`config.mk`:
```
export PLATFORM = sky130hd
export DESIGN_NAME = flash_area_remap
export DESIGN_NICKNAME = d
export VERILOG_FILES = /design/src/rtl/flash_remap_pkg.sv /design/src/rtl/remap_key_match.sv /design/src/rtl/remap_area_regs.sv /design/src/rtl/remap_steer.sv /design/src/rtl/flash_area_remap.sv
export SDC_FILE = /design/constraint.sdc
export NUM_CORES = 1
export LEC_CHECK = 0
export BUFFER_PORTS_ARGS = -buffer_cell sky130_fd_sc_hd__clkbuf_2
export CAP_MARGIN = 20
export CORE_MARGIN = 2
export CORE_UTILIZATION = 23
export DETAILED_ROUTE_END_ITERATION = 16
export HOLD_SLACK_MARGIN = 0.03
export PLACE_DENSITY = 0.76
export SLEW_MARGIN = 20
export SYNTH_ARGS = -nofsm -noshare
export SYNTH_HDL_FRONTEND = slang
export SYNTH_HIERARCHICAL = 1
export SYNTH_SLANG_ARGS = --single-unit
export TNS_END_PERCENT = 5
```
`constraint.sdc`:
```
create_clock -name clk -period 0.9 [get_ports clk]
set_clock_uncertainty 0.05 [all_clocks]
set_input_delay 0 -clock clk [delete_from_list [all_inputs] [get_ports clk]]
set_output_delay 0 -clock clk [all_outputs]
set_load 0.02 [all_outputs]
```
`src/rtl/flash_remap_pkg.sv`:
```
// Package: shared constants and types for the flash area remapping block.
// Assumes a single byte-wide register write bus with one index bit.
package flash_remap_pkg;

    // Area codes held in the staging and live registers
    typedef enum logic [1:0] {
        AREA_DEFAULT = 2'b00,
        AREA_RSVD_A  = 2'b01,
        AREA_CODE_HI = 2'b10,
        AREA_RSVD_B  = 2'b11
    } area_code_t;

    // Register index decoded from the one-bit register select
    typedef enum logic {
        REG_STAGE = 1'b0,
        REG_ARM   = 1'b1
    } cfg_index_t;

    localparam logic [7:0] ARM_KEY = 8'hD5;

    // True for area codes allowed to become live
    function automatic logic area_is_legal(input logic [1:0] code);
        return (code == AREA_DEFAULT) || (code == AREA_CODE_HI);
    endfunction

endpackage

```
`src/rtl/remap_key_match.sv`:
```
// Module: remap_key_match
// Turns a register write into two single-cycle pulses, one that stages an
// area code and one that arms a commit. The arm pulse fires only when the
// written byte equals the key. Assumes the write strobe lasts one cycle per write.
module remap_key_match
    import flash_remap_pkg::*;
#(
    parameter int          DATA_W = 8,
    parameter logic [7:0]  KEY    = ARM_KEY
) (
    input  logic              we,
    input  logic              reg_idx,
    input  logic [DATA_W-1:0] wdata,
    output logic              stage_pulse,
    output logic              commit_pulse
);

    localparam int KEY_W = 8;

    logic key_hit;

    // Compare the full written byte with the key
    always_comb begin
        key_hit = (wdata[KEY_W-1:0] == KEY);
    end

    // Route the strobe by register index
    always_comb begin
        stage_pulse  = we && (cfg_index_t'(reg_idx) == REG_STAGE);
        commit_pulse = we && (cfg_index_t'(reg_idx) == REG_ARM) && key_hit;
    end

endmodule

```
`src/rtl/remap_area_regs.sv`:
```
// Module: remap_area_regs
// Holds the staged and the live area codes. A stage pulse loads the staged
// code. A commit pulse copies it to the live code, unless it is reserved.
// Assumes the two pulses are never high together (one write bus).
module remap_area_regs
    import flash_remap_pkg::*;
#(
    parameter int AREA_W = 2
) (
    input  logic              clk,
    input  logic              rst_n,
    input  logic              stage_pulse,
    input  logic              commit_pulse,
    input  logic [AREA_W-1:0] stage_value,
    output logic [AREA_W-1:0] staged,
    output logic [AREA_W-1:0] live
);

    logic commit_ok;

    // Commit only when the staged code is a legal mapping
    always_comb begin
        commit_ok = commit_pulse && area_is_legal(staged);
    end

    // Staging register: loaded by a write to the staging index
    always_ff @(posedge clk) begin
        if (!rst_n) begin
            staged <= AREA_DEFAULT;
        end else if (stage_pulse) begin
            staged <= stage_value;
        end
    end

    // Live register: loaded from the staging register on a legal commit
    always_ff @(posedge clk) begin
        if (!rst_n) begin
            live <= AREA_DEFAULT;
        end else if (commit_ok) begin
            live <= staged;
        end
    end

    AST_LIVE_ONLY_LEGAL: assert property (@(posedge clk) disable iff (!rst_n)
        area_is_legal(live));
    AST_STAGE_HOLDS: assert property (@(posedge clk) disable iff (!rst_n)
        !stage_pulse |=> $stable(staged));
    AST_LIVE_HOLDS: assert property (@(posedge clk) disable iff (!rst_n)
        !commit_pulse |=> $stable(live));
    AST_COMMIT_COPIES: assert property (@(posedge clk) disable iff (!rst_n)
        (commit_pulse && area_is_legal(staged)) |=> (live == $past(staged)));

endmodule

```
`src/rtl/remap_steer.sv`:
```
// Module: remap_steer
// Steers one data-side access according to the live area code. In the
// upper window it either forwards the access to flash or flags it as
// unmapped. Below the window it produces nothing. Purely combinational.
// Assumes the window is the upper half of the address space.
module remap_steer
    import flash_remap_pkg::*;
#(
    parameter int ADDR_W = 16,
    parameter int DATA_W = 8,
    parameter int AREA_W = 2
) (
    input  logic              clk,
    input  logic              rst_n,
    input  logic [AREA_W-1:0] live,
    input  logic              valid,
    input  logic              write,
    input  logic [ADDR_W-1:0] addr,
    input  logic [DATA_W-1:0] wdata,
    output logic              req,
    output logic              req_write,
    output logic [ADDR_W-2:0] offset,
    output logic [DATA_W-1:0] req_wdata,
    output logic              unmapped
);

    localparam int OFF_W = ADDR_W - 1;

    logic in_window;
    logic mapped;

    // Window hit is the top address bit; mapping is live code upper-code
    always_comb begin
        in_window = valid && addr[ADDR_W-1];
        mapped    = (live == AREA_CODE_HI);
    end

    // Issue the flash request or the unmapped flag for window hits
    always_comb begin
        req       = in_window && mapped;
        unmapped  = in_window && !mapped;
        req_write = req && write;
        offset    = addr[OFF_W-1:0];
        req_wdata = wdata;
    end

    AST_REQ_NEEDS_MAP: assert property (@(posedge clk) disable iff (!rst_n)
        req |-> (live == AREA_CODE_HI));
    AST_UNMAPPED_DEFAULT: assert property (@(posedge clk) disable iff (!rst_n)
        unmapped |-> (live == AREA_DEFAULT));
    AST_LOW_QUIET: assert property (@(posedge clk) disable iff (!rst_n)
        (!valid || !addr[ADDR_W-1]) |-> (!req && !unmapped));
    AST_ONE_OUTCOME: assert property (@(posedge clk) disable iff (!rst_n)
        !(req && unmapped));

endmodule

```
`src/rtl/flash_area_remap.sv`:
```
// Module: flash_area_remap
// Top level of the keyed flash area remapping controller. Writes on the
// register bus stage an area code and commit it with a key byte. The live
// code then steers data-side accesses in the upper window to flash or
// marks them unmapped. Assumes a synchronous active-low reset.
module flash_area_remap
    import flash_remap_pkg::*;
#(
    parameter int         ADDR_W = 16,
    parameter int         DATA_W = 8,
    parameter logic [7:0] KEY    = ARM_KEY
) (
    input  logic              clk,
    input  logic              rst_n,
    input  logic              cfg_we,
    input  logic              cfg_reg,
    input  logic [DATA_W-1:0] cfg_wdata,
    output logic [1:0]        stage_area,
    output logic [1:0]        live_area,
    input  logic              acc_valid,
    input  logic              acc_write,
    input  logic [ADDR_W-1:0] acc_addr,
    input  logic [DATA_W-1:0] acc_wdata,
    output logic              fl_req,
    output logic              fl_write,
    output logic [ADDR_W-2:0] fl_offset,
    output logic [DATA_W-1:0] fl_wdata,
    output logic              acc_unmapped
);

    localparam int AREA_W = 2;

    logic stage_pulse;
    logic commit_pulse;

    remap_key_match #(
        .DATA_W (DATA_W),
        .KEY    (KEY)
    ) u_key (
        .we           (cfg_we),
        .reg_idx      (cfg_reg),
        .wdata        (cfg_wdata),
        .stage_pulse  (stage_pulse),
        .commit_pulse (commit_pulse)
    );

    remap_area_regs #(
        .AREA_W (AREA_W)
    ) u_regs (
        .clk          (clk),
        .rst_n        (rst_n),
        .stage_pulse  (stage_pulse),
        .commit_pulse (commit_pulse),
        .stage_value  (cfg_wdata[AREA_W-1:0]),
        .staged       (stage_area),
        .live         (live_area)
    );

    remap_steer #(
        .ADDR_W (ADDR_W),
        .DATA_W (DATA_W),
        .AREA_W (AREA_W)
    ) u_steer (
        .clk       (clk),
        .rst_n     (rst_n),
        .live      (live_area),
        .valid     (acc_valid),
        .write     (acc_write),
        .addr      (acc_addr),
        .wdata     (acc_wdata),
        .req       (fl_req),
        .req_write (fl_write),
        .offset    (fl_offset),
        .req_wdata (fl_wdata),
        .unmapped  (acc_unmapped)
    );

    AST_NON_KEY_KEEPS: assert property (@(posedge clk) disable iff (!rst_n)
        (cfg_we && cfg_reg && cfg_wdata != KEY) |=> $stable(live_area));
    AST_OLD_MAP_STEERS: assert property (@(posedge clk) disable iff (!rst_n)
        (acc_valid && acc_addr[ADDR_W-1] && commit_pulse && live_area == AREA_DEFAULT)
        |-> acc_unmapped);

endmodule

```
; ---- After elaboration in Yosys (flattened, before gate mapping)
; Index checks and enable logic that the tools add are counted.
[word_totals]
input_bits = 38
reg_bits = 4
out_inout_bits = 30
[classes]
reduce_logical = 11
bitwise_logic = 1
n_eq_ne = 3
[ops]
columns = cell, count
row1 = "8-bit equality test, second input constant", 1
row2 = 1-bit logical AND, 8
row3 = "2-bit equality test, second input constant", 2
row4 = 2-bit logical NOT, 1
row5 = 1-bit logical NOT, 1
row6 = 1-bit logical OR, 1
row7 = 1-bit NOT, 1

; ---- Logic depth before layout (Yosys ltp)
; Gate-level depths: netlist of run 1.
[logic_depth]
depth_word = 3
depth_mapped = 4
depth_no_buf = 4

; ---- Cells and area by module
; Netlist of run 1, hierarchy kept.
[modules_own_cells]
columns = mod, n_inst, seq_area_each_um2, cells_each, area_each_um2
row1 = remap_steer, 1, 0.0, 28, 201.4
row2 = remap_area_regs, 1, 80.1, 13, 150.1
row3 = remap_key_match, 1, 0.0, 5, 40.0

; ---- Least setup slack after synthesis of run 1
; Ideal clock, no wire load.
[synth_path]
path_type = flip-flop to output port
startpoint = reg u_regs.live[1]
endpoint = out fl_write
required_ns = 0.850
arrival_ns = 1.076
stages_incl_launch_ff = 3
n_path_buf = 0
path_slack_ns = -0.226
path_cell_list = dfxtp_1 -> and4b_1 -> and2_1
[synth_via]
elab_chain_len = 3
[synth_lines]
columns = item, line
row1 = "start, declared", remap_area_regs.sv:16  ; output logic [AREA_W-1:0] live
row2 = "start signal, assigned", remap_area_regs.sv:40  ; live <= staged;
row3 = 2-bit equality test, remap_steer.sv:35  ; mapped = (live == AREA_CODE_HI);
row4 = 1-bit logical AND, remap_steer.sv:40  ; req = in_window && mapped;
row5 = net fl_req, flash_area_remap.sv:24  ; output logic fl_req,
row6 = 1-bit logical AND, remap_steer.sv:42  ; req_write = req && write;
row7 = "end, declared", flash_area_remap.sv:25  ; output logic fl_write,
; The timed path passes the listed nets, and every way through them passes these cells.

; ---- Worst setup path after layout of run 1
[layout_path]
startpoint = reg u_regs.live[0]
endpoint = out fl_write
[layout_via]
elab_chain_len = 3
[layout_lines]
columns = item, line
row1 = 2-bit equality test, remap_steer.sv:35
row2 = 1-bit logical AND, remap_steer.sv:40
row3 = 1-bit logical AND, remap_steer.sv:42
; No other way between the ends.

==> results of run 1 <==
metal layers:
metal / up-vias / share of wire, % / track usage, %
met4: 0 / 0 / 5.29
met5: - / 0 / 0
met2: 34 / 63 / 20.0
li1: 187 / - / -
met3: 0 / 11 / 3.60
met1: 170 / 26 / 6.52
through the flow:
stage	area (um^2)	hold slack [ns]	utilization, %	std cells
final	677	0.0513	43.4	91
after global routing	677	0.0483	43.4	91
after CTS	676	0.0387	43.3	91
after detailed placement	365	-0.0499	23.4	62
after global placement	365	-0.0499	23.4	62
after floorplan	398	0.0626	-	46
power groups by stage:
stage                     Combinational [W]  Sequential (W)  Clock (W)
after floorplan                    0.000172        0.000193          0
after global placement            0.0000689        0.000188          0
after detailed placement          0.0000708        0.000189          0
after CTS                          0.000242        0.000186   0.000230
after global routing               0.000256        0.000186   0.000240
final                              0.000243        0.000186   0.000216
logic make-up after synthesis:
group           Yosys count  synth area share, %
flops                     4                 20.4
mux                       3                 7.67
simple gates             13                 24.6
compound gates            1                 1.28
buf+inv                  25                 46.0
flip-flops by register name, indices dropped and copies added, names as in the netlist:
name / flops
u_regs/staged: 2
u_regs/live: 2
final timing paths:
path	end	slack, ns	depth (start not counted)
worst min-delay path	u_regs/live[1]$_SDFFE_PN0P_	0.05	4
worst min register to register	u_regs/live[1]$_SDFFE_PN0P_	0.44	2
worst max-delay path	fl_write	-0.20	3
worst max register to register	u_regs/live[1]$_SDFFE_PN0P_	0.07	2
cell type report:
cell class                 count  area (um^2)  share of cell area, %
timing repair buffer          49          405                   59.9
multi-input combinational     17          139                   20.5
sequential                     4         82.6                   12.2
clock buffer                   3         22.5                   3.33
tap                           16         20.0                   2.96
inverter                       2         7.51                   1.11
worst register-to-register path: cells and delay by family (launching register included):
family / cells / cell delay [ns]
and+or+nand+nor: 1 / 0.14
muxes: 1 / 0.20
DFF: 1 / 0.35
timing repair:
action                     CTS  global route
pin swaps                    2             0
gates resized for setup      6             3
setup endpoints to repair    3             5
hold endpoints to repair    27             0
hold buffers                26             0
placed cells by master, fill, tap and decap left out:
master / instances
clkbuf_8: 1
dfxtp_2: 2
dlygate4sd3_1: 26
and4b_2: 1
buf_2: 2
inv_1: 2
mux2i_1: 3
dfxtp_1: 2
nor2b_1: 3
clkbuf_2: 16
nor4_2: 1
nand4b_1: 2
and3_1: 1
buf_8: 1
a21oi_2: 1
nand2b_4: 1
buf_6: 1
buf_4: 1
and2_4: 1
nand2_1: 3
clkbuf_4: 4
==> impl_metrics.json, run 1 <==
{
  "finalHoldViolCount": 0,
  "nNetsFinal": 115,
  "clk_pin_slew_worst_paths_ns": 0.04,
  "crit_slowest_cell": "dfxtp_2",
  "critPathKind": "flop to output pin",
  "min_period_over_period_pct": 123,
  "maxCapViolCount": 0,
  "antenna_found_initial": 0,
  "syn_avg_cell_area_um2": 8.51,
  "gp_congestion": 0.620,
  "final_layout_size_suffix_gt1_share_pct": 44.0,
  "peakVddDrop_mv": 0.417,
  "worst_pin_slew_ns": 0.316,
  "p_sw_share_pct": 30.0,
  "synth.most_common_cell": "buf_4",
  "cp_cell_sequence": "and4b_2, and2_4, buf_8",
  "grt_pass1_wl_um": 1310,
  "ios": 68,
  "violations": "negative setup slack",
  "die_w_um": 45.3,
  "startpoint": "u_regs/live[0]$_SDFFE_PN0P_",
  "preCtsSetupSlack_ns": -0.0938,
  "synthesis.nets": 84,
  "ys_ff_latch": 4,
  "numCtsBuffers": 3,
  "crit_family": "simple AND/OR/NAND/NOR gates",
  "numClockSinks": 4,
  "row_count": 14,
  "synth.distinct_cells": 13,
  "die_h_um": 45.3,
  "power_frac_comb_pct": 37.7,
  "cp_num_buf_inv": 1,
  "grt_start_max_net_pins": 6,
  "maxSlewViolCount": 0,
  "core_um2": 1560,
  "hold_path_class": "input pin to flop",
  "gr-total-overflow": 0,
  "p_sw_w": 0.000193,
  "p_seq_share_pct": 28.9,
  "rsz0062_at_grt": "true",
  "arrival_ns": 1.05,
  "synthCells": 46,
  "fmax_ghz": 0.905,
  "postRouteAntennaNets": 0,
  "clk_path_buf_depth": 2,
  "total_leakage_power_nw": 0.319,
  "p_clk_share_pct": 33.4,
  "min_period_ns": 1.10,
  "grtUsageTotal_pct": 9.43,
  "die_area_um2": 2050,
  "dr_total_vias": 391,
  "clkLatencyLatePin_ns": 0.23,
  "drt-wirelength-per-cell_um": 11.3,
  "yosysTopAreaCell": "buf_4",
  "num_antenna_cells": 0,
  "finalWorstSetupSlack_ns": -0.204,
  "synthArstFlopShare_pct": 0,
  "ys_top_cells_by_area": "buf_4 44%, dfxtp_1 20%, mux2i_1 7.7%",
  "yosysTopAreaCellShare_pct": 44.1,
  "worstSetupEndpointType": "output pin",
  "required_ns": 0.85,
  "drc": 0,
  "numPortBuffers": 21,
  "fin_total_pwr_w": 0.000645,
  "syn_to_final_growth_pct": 72.8,
  "synth_area_um2": 392,
  "hp-start": "cfg_wdata[3]",
  "critical_path.max_fanout": 2,
  "tritoncts": "yes",
  "grt_pass1_vias": 343,
  "rr_startpoint": "u_regs/staged[0]$_SDFFE_PN0P_",
  "post-cts-setup-buffers": 0,
  "slew-limit-headroom_pct": 78.8,
  "startpoint_type": "flop",
  "yosys_warnings": 6,
  "synth_commonest_cells": "23 x buf_4, 4 x dfxtp_1, 3 x mux2i_1, 3 x nand2_1, 3 x nor2b_1",
  "p_per_area_nw_per_um2": 952,
  "wl_um": 1020,
  "firstDrtPassIters": 2,
  "synth-seq-area-share_pct": 20.4,
  "via_per_inst": 4.30,
  "outcome": "finished, violations left",
  "n_fill_cell": 140,
  "start_util_pct": 25.1,
  "setup_viol": 3,
  "synth_flop_cell": "dfxtp_1",
  "htreeDepth": 1,
  "tns_ns": -0.435,
  "p_int_w": 0.000451,
  "root_buffer": "clkbuf_4",
  "critPathMaxStageDelay_ns": 0.31,
  "synth_edf_count": 0,
  "drt_iter0_drc": 4
}
No activity file was read; power rests on OpenSTA's default activity.
==> run 2: changes to the inputs <==
- CTS_CLUSTER_DIAMETER: not set -> 30
- PLACE_DENSITY: 0.76 -> 0.77
- SETUP_SLACK_MARGIN: not set -> 0.2
- SYNTH_HIERARCHICAL: 1 -> not set
==> impl_metrics.json, run 2 <==
{
  "grt_pass1_wl_um": 1340,
  "fin_area_um2": 709,
  "hold_ws_ns": 0.00269,
  "rsz0062_at_grt": "true",
  "root_buffer": "clkbuf_4",
  "rr_worst_depth": 3,
  "tritoncts": "yes",
  "syn_avg_cell_area_um2": 8.37,
  "crit_family": "simple AND/OR/NAND/NOR gates",
  "grt_pass1_vias": 345,
  "maxSlewViolCount": 0,
  "post-cts-setup-buffers": 0,
  "total_leakage_power_nw": 0.503,
  "nNetsFinal": 111,
  "htreeDepth": 1,
  "setup_viol": 5,
  "p_seq_share_pct": 28.6,
  "die_w_um": 44.5,
  "ios": 68,
  "drt-wirelength-per-cell_um": 11.2,
  "p_int_w": 0.000465,
  "hold_path_end": "u_regs.live[1]$_SDFFE_PN0P_",
  "numPortBuffers": 21,
  "slew-limit-headroom_pct": 83.6,
  "grt_start_max_net_pins": 6,
  "p_sw_w": 0.000190,
  "rr_endpoint": "u_regs.live[0]$_SDFFE_PN0P_",
  "numCtsBuffers": 3,
  "regToRegSetupSlack_ns": -0.36,
  "reg.largest.list": "u_regs.live: 2 flops, u_regs.staged: 2 flops",
  "dr_total_vias": 365,
  "clk_path_buf_depth": 2,
  "final_layout_size_suffix_gt1_share_pct": 45.1,
  "dp_hpwl_um": 582,
  "hold_path_depth": 3,
  "violations": "negative setup slack",
  "critPathKind": "flop to flop",
  "antenna_found_initial": 0,
  "synth_area_um2": 377,
  "p_clk_share_pct": 32.9,
  "peakVddDrop_mv": 0.477,
  "rr_startpoint": "u_regs.staged[0]$_SDFFE_PN0P_",
  "cts_hold_buf": 23,
  "synth_commonest_cells": "23 x buf_4, 4 x dfxtp_1, 4 x nand2_1, 3 x mux2i_1, 3 x nor2b_1",
  "core_um2": 1520,
  "arrival_ns": 1.34,
  "numClockSinks": 4,
  "crit_slowest_cell": "or4_4",
  "min_period_ns": 1.26,
  "synthCells": 45,
  "synth.most_common_cell": "buf_4",
  "synth_edf_count": 0,
  "firstDrtPassIters": 2,
  "cp_num_buf_inv": 0,
  "finalHoldViolCount": 0,
  "hp-start": "rst_n",
  "maxCapViolCount": 0,
  "startpoint_type": "flop",
  "critPathMaxStageDelay_ns": 0.44,
  "die_area_um2": 1980,
  "yosys_warnings": 0,
  "num_antenna_cells": 0,
  "row_count": 14,
  "drc": 0,
  "hold_path_class": "input pin to flop",
  "postRouteAntennaNets": 0,
  "synth-seq-area-share_pct": 21.3,
  "p_per_area_nw_per_um2": 923,
  "fin_total_pwr_w": 0.000655,
  "tns_ns": -1.08,
  "wl_um": 978,
  "gr-total-overflow": 0,
  "yosysTopAreaCellShare_pct": 45.8,
  "start_util_pct": 24.7,
  "worst_pin_slew_ns": 0.245,
  "power_frac_comb_pct": 38.5,
  "final_cell_mix": "23 x dlymetal6s4s_1, 14 x clkbuf_2, 5 x clkbuf_4, 4 x nand2_1",
  "die_h_um": 44.5,
  "postPlaceCellArea_um2": 350,
  "ys_top_cells_by_area": "buf_4 46%, dfxtp_1 21%, mux2i_1 8.0%",
  "synth_flop_cell": "dfxtp_1",
  "min_period_over_period_pct": 141,
  "clkLatencyLatePin_ns": 0.23,
  "finalWorstSetupSlack_ns": -0.365,
  "required_ns": 0.97,
  "synthesis.nets": 83,
  "p_sw_share_pct": 29.0,
  "ys_ff_latch": 4,
  "final_common_cell": "dlymetal6s4s_1",
  "fmax_ghz": 0.791,
  "gp_congestion": 0.604,
  "via_per_inst": 4.20,
  "yosysTopAreaCell": "buf_4",
  "drt_iter0_drc": 3,
  "synth.distinct_cells": 13,
  "cp_cell_sequence": "nand4bb_1, or4_4, and3_4",
  "syn_to_final_growth_pct": 88.4,
  "outcome": "finished, violations left",
  "clk_pin_slew_worst_paths_ns": 0.04,
  "critical_path.max_fanout": 2,
  "synthArstFlopShare_pct": 0,
  "grtUsageTotal_pct": 9.65,
  "worstSetupEndpointType": "flop"
}
run 2: cell type report:
cell class,count,area [um^2]
Inverter,1,3.75
Clock buffer,3,22.5
Timing Repair Buffer,46,449
Tap cell,16,20.0
Fill cell,143,815
Multi-Input combinational cell,17,130
Sequential cell,4,83.8
run 2: logic make-up after synthesis:
group,share of synthesized area [%]
AOI/OAI and AO/OA,1.33
buffers and inverters,46.8
DFF,21.3
muxes,7.97
and+or+nand+nor,22.6
run 2: power groups by stage:
stage          Combinational, W  Clock [W]  Sequential (W)
2_1_floorplan          0.000172          0        0.000194
3_3_place_gp          0.0000718          0        0.000188
3_5_place_dp          0.0000726          0        0.000188
4_1_cts                0.000236   0.000228        0.000186
5_1_grt                0.000265   0.000249        0.000187
6_report               0.000252   0.000216        0.000187
run 2: worst max path at each step:
stage,startpoint,end,slack [ns],depth (start not counted)
floorplan,u_regs.staged[0]$_SDFFE_PN0P_,u_regs.live[0]$_SDFFE_PN0P_,-0.47,3
global placement,u_regs.staged[0]$_SDFFE_PN0P_,u_regs.live[0]$_SDFFE_PN0P_,-0.43,3
detailed placement,u_regs.staged[0]$_SDFFE_PN0P_,u_regs.live[0]$_SDFFE_PN0P_,-0.48,3
CTS,u_regs.staged[0]$_SDFFE_PN0P_,u_regs.live[0]$_SDFFE_PN0P_,-0.38,3
global route,u_regs.staged[0]$_SDFFE_PN0P_,u_regs.live[0]$_SDFFE_PN0P_,-0.40,3
finish,u_regs.staged[0]$_SDFFE_PN0P_,u_regs.live[0]$_SDFFE_PN0P_,-0.36,3
run 2: layer usage:
| metal | global-route usage, % | share of wire, % | vias to the layer above |
|---|---|---|---|
| li1 | - | - | 176 |
| met1 | 7.77 | 26 | 164 |
| met2 | 18.3 | 64 | 25 |
| met3 | 3.67 | 10 | 0 |
| met4 | 7.27 | 0 | 0 |
| met5 | 0 | 0 | - |
run 2: worst min-delay path, stage by stage:
cell	delay (ns)
clkbuf_2	0.11
nand2_1	0.07
mux2i_1	0.05
run 2: metrics by stage:
step / worst slack (ns) / util (%) / cells
2_1_floorplan: -0.471 / - / 45
3_3_place_gp: -0.426 / 23.0 / 61
3_5_place_dp: -0.480 / 23.0 / 61
4_1_cts: -0.378 / 42.2 / 87
5_1_grt: -0.401 / 46.6 / 87
6_report: -0.365 / 46.6 / 87
run 2: timing repair:
action	4_1_cts	5_1_grt
hold endpoints to repair	26	3
pin swaps	2	0
gates resized for setup	11	30
endpoints found under the setup margin	10	34
==> run 3: changes to the inputs <==
- RECOVER_POWER: not set -> 50
==> impl_metrics.json, run 3 (synthesized netlist as in run 2, its figures left out) <==
{
  "outcome": "finished, violations left",
  "grtUsageTotal_pct": 9.65,
  "final_layout_size_suffix_gt1_share_pct": 45.1,
  "nNetsFinal": 111,
  "rsz0062_at_grt": "true",
  "startpoint_type": "flop",
  "row_count": 14,
  "htreeDepth": 1,
  "rr_worst_depth": 3,
  "antenna_found_initial": 0,
  "setup_viol": 5,
  "maxCapViolCount": 0,
  "hp-start": "rst_n",
  "clk_pin_slew_worst_paths_ns": 0.04,
  "fin_total_pwr_w": 0.000646,
  "critical_path.max_fanout": 2,
  "min_period_ns": 1.26,
  "drc": 0,
  "regToRegSetupSlack_ns": -0.36,
  "rr_endpoint": "u_regs.live[0]$_SDFFE_PN0P_",
  "violations": "negative setup slack",
  "final_cell_mix": "14 x clkdlybuf4s25_1, 14 x clkbuf_2, 9 x dlymetal6s4s_1, 5 x clkbuf_4, 4 x nand2_1",
  "start_util_pct": 24.7,
  "num_antenna_cells": 0,
  "numPortBuffers": 21,
  "maxSlewViolCount": 0,
  "min_period_over_period_pct": 140,
  "drt-wirelength-per-cell_um": 11.3,
  "via_per_inst": 4.20,
  "dr_total_vias": 365,
  "arrival_ns": 1.34,
  "clk_path_buf_depth": 2,
  "die_h_um": 44.5,
  "hold_path_end": "u_regs.live[1]$_SDFFE_PN0P_",
  "gr-total-overflow": 0,
  "hold_path_depth": 3,
  "die_w_um": 44.5,
  "drt_iter0_drc": 3,
  "hold_path_class": "input pin to flop",
  "peakVddDrop_mv": 0.470,
  "cts_hold_buf": 23,
  "required_ns": 0.97,
  "firstDrtPassIters": 2,
  "core_um2": 1520,
  "grt_start_max_net_pins": 6,
  "total_leakage_power_nw": 0.373,
  "clkLatencyLatePin_ns": 0.23,
  "gp_congestion": 0.604,
  "die_area_um2": 1980,
  "postRouteAntennaNets": 0,
  "rr_startpoint": "u_regs.staged[0]$_SDFFE_PN0P_",
  "ios": 68,
  "grt_pass1_wl_um": 1340,
  "dp_hpwl_um": 582,
  "tritoncts": "yes",
  "instances_no_fill": 87,
  "critPathKind": "flop to flop",
  "fmax_ghz": 0.791,
  "finalHoldViolCount": 0,
  "numClockSinks": 4,
  "place_inst": 61,
  "reg.largest.list": "u_regs.live: 2 flops, u_regs.staged: 2 flops",
  "slew-limit-headroom_pct": 83.6,
  "root_buffer": "clkbuf_4",
  "numCtsBuffers": 3,
  "p_per_area_nw_per_um2": 958,
  "worst_pin_slew_ns": 0.245,
  "finalWorstSetupSlack_ns": -0.364,
  "post-cts-setup-buffers": 0,
  "worstSetupEndpointType": "flop",
  "syn_to_final_growth_pct": 79.1,
  "grt_pass1_vias": 345,
  "wl_um": 985
}
-- run 3: changes by cell type in the layout (fill, tap and decap cells not counted), sizes merged --
cell	before	now
clkdlybuf4s25	0	14
dlymetal6s4s	23	9
-- run 3: stage by stage --
stage / utilization, % / hold slack, ns / cell area (um^2) / setup TNS, ns / worst slack (ns)
after CTS: 42.2 / -0.00815 / 643 / -1.15 / -0.378
after floorplan: - / 0.0626 / 383 / -1.23 / -0.471
final: 44.3 / 0.00269 / 674 / -1.08 / -0.364
after detailed placement: 23.0 / -0.0499 / 350 / -0.888 / -0.480
after global routing: 44.3 / 0.0163 / 674 / -1.38 / -0.401
after global placement: 23.0 / -0.0499 / 350 / -0.795 / -0.426
-- run 3: layer usage --
| layer | part of all wire [%] | GRT usage, % | up-vias |
|---|---|---|---|
| li1 | - | - | 176 |
| met1 | 26 | 7.77 | 164 |
| met2 | 64 | 18.3 | 25 |
| met3 | 10 | 3.67 | 0 |
| met4 | 0 | 7.27 | 0 |
| met5 | 0 | 0 | - |
-- run 3: area by class of cell --
type                            instances  area, um^2
Sequential cell                         4        83.8
Clock buffer                            3        22.5
Inverter                                1        3.75
Multi-Input combinational cell         17         130
Fill cell                             150         850
Tap cell                               16        20.0
Timing Repair Buffer                   46         414
-- run 3: worst max-delay path by stage --
stage / start / end / slack [ns] / cells past startpoint
floorplan: u_regs.staged[0]$_SDFFE_PN0P_ / u_regs.live[0]$_SDFFE_PN0P_ / -0.47 / 3
finish: u_regs.staged[0]$_SDFFE_PN0P_ / u_regs.live[0]$_SDFFE_PN0P_ / -0.36 / 3
global route: u_regs.staged[0]$_SDFFE_PN0P_ / u_regs.live[0]$_SDFFE_PN0P_ / -0.40 / 3
global placement: u_regs.staged[0]$_SDFFE_PN0P_ / u_regs.live[0]$_SDFFE_PN0P_ / -0.43 / 3
CTS: u_regs.staged[0]$_SDFFE_PN0P_ / u_regs.live[0]$_SDFFE_PN0P_ / -0.38 / 3
detailed placement: u_regs.staged[0]$_SDFFE_PN0P_ / u_regs.live[0]$_SDFFE_PN0P_ / -0.48 / 3
-- run 3: power breakdown --
| part | total, W | internal [W] | switching (W) |
|---|---|---|---|
| clock | 0.000216 | 0.000149 | 0.0000668 |
| sequential | 0.000187 | 0.000184 | 0.00000344 |
| combinational | 0.000244 | 0.000124 | 0.000120 |
| total | 0.000646 | 0.000456 | 0.000190 |
-- run 3: timing repair --
action,CTS,global route
gates cloned,0,0
resized for setup,11,30
endpoints found under the setup margin,10,34
pin swaps,2,0
endpoints found under the hold margin,26,3
-- run 3: critical path: stages (launching register included) --
cell,delay (ns)
dfxtp_2,0.31
nand4bb_1,0.17
or4_4,0.44
and3_4,0.19
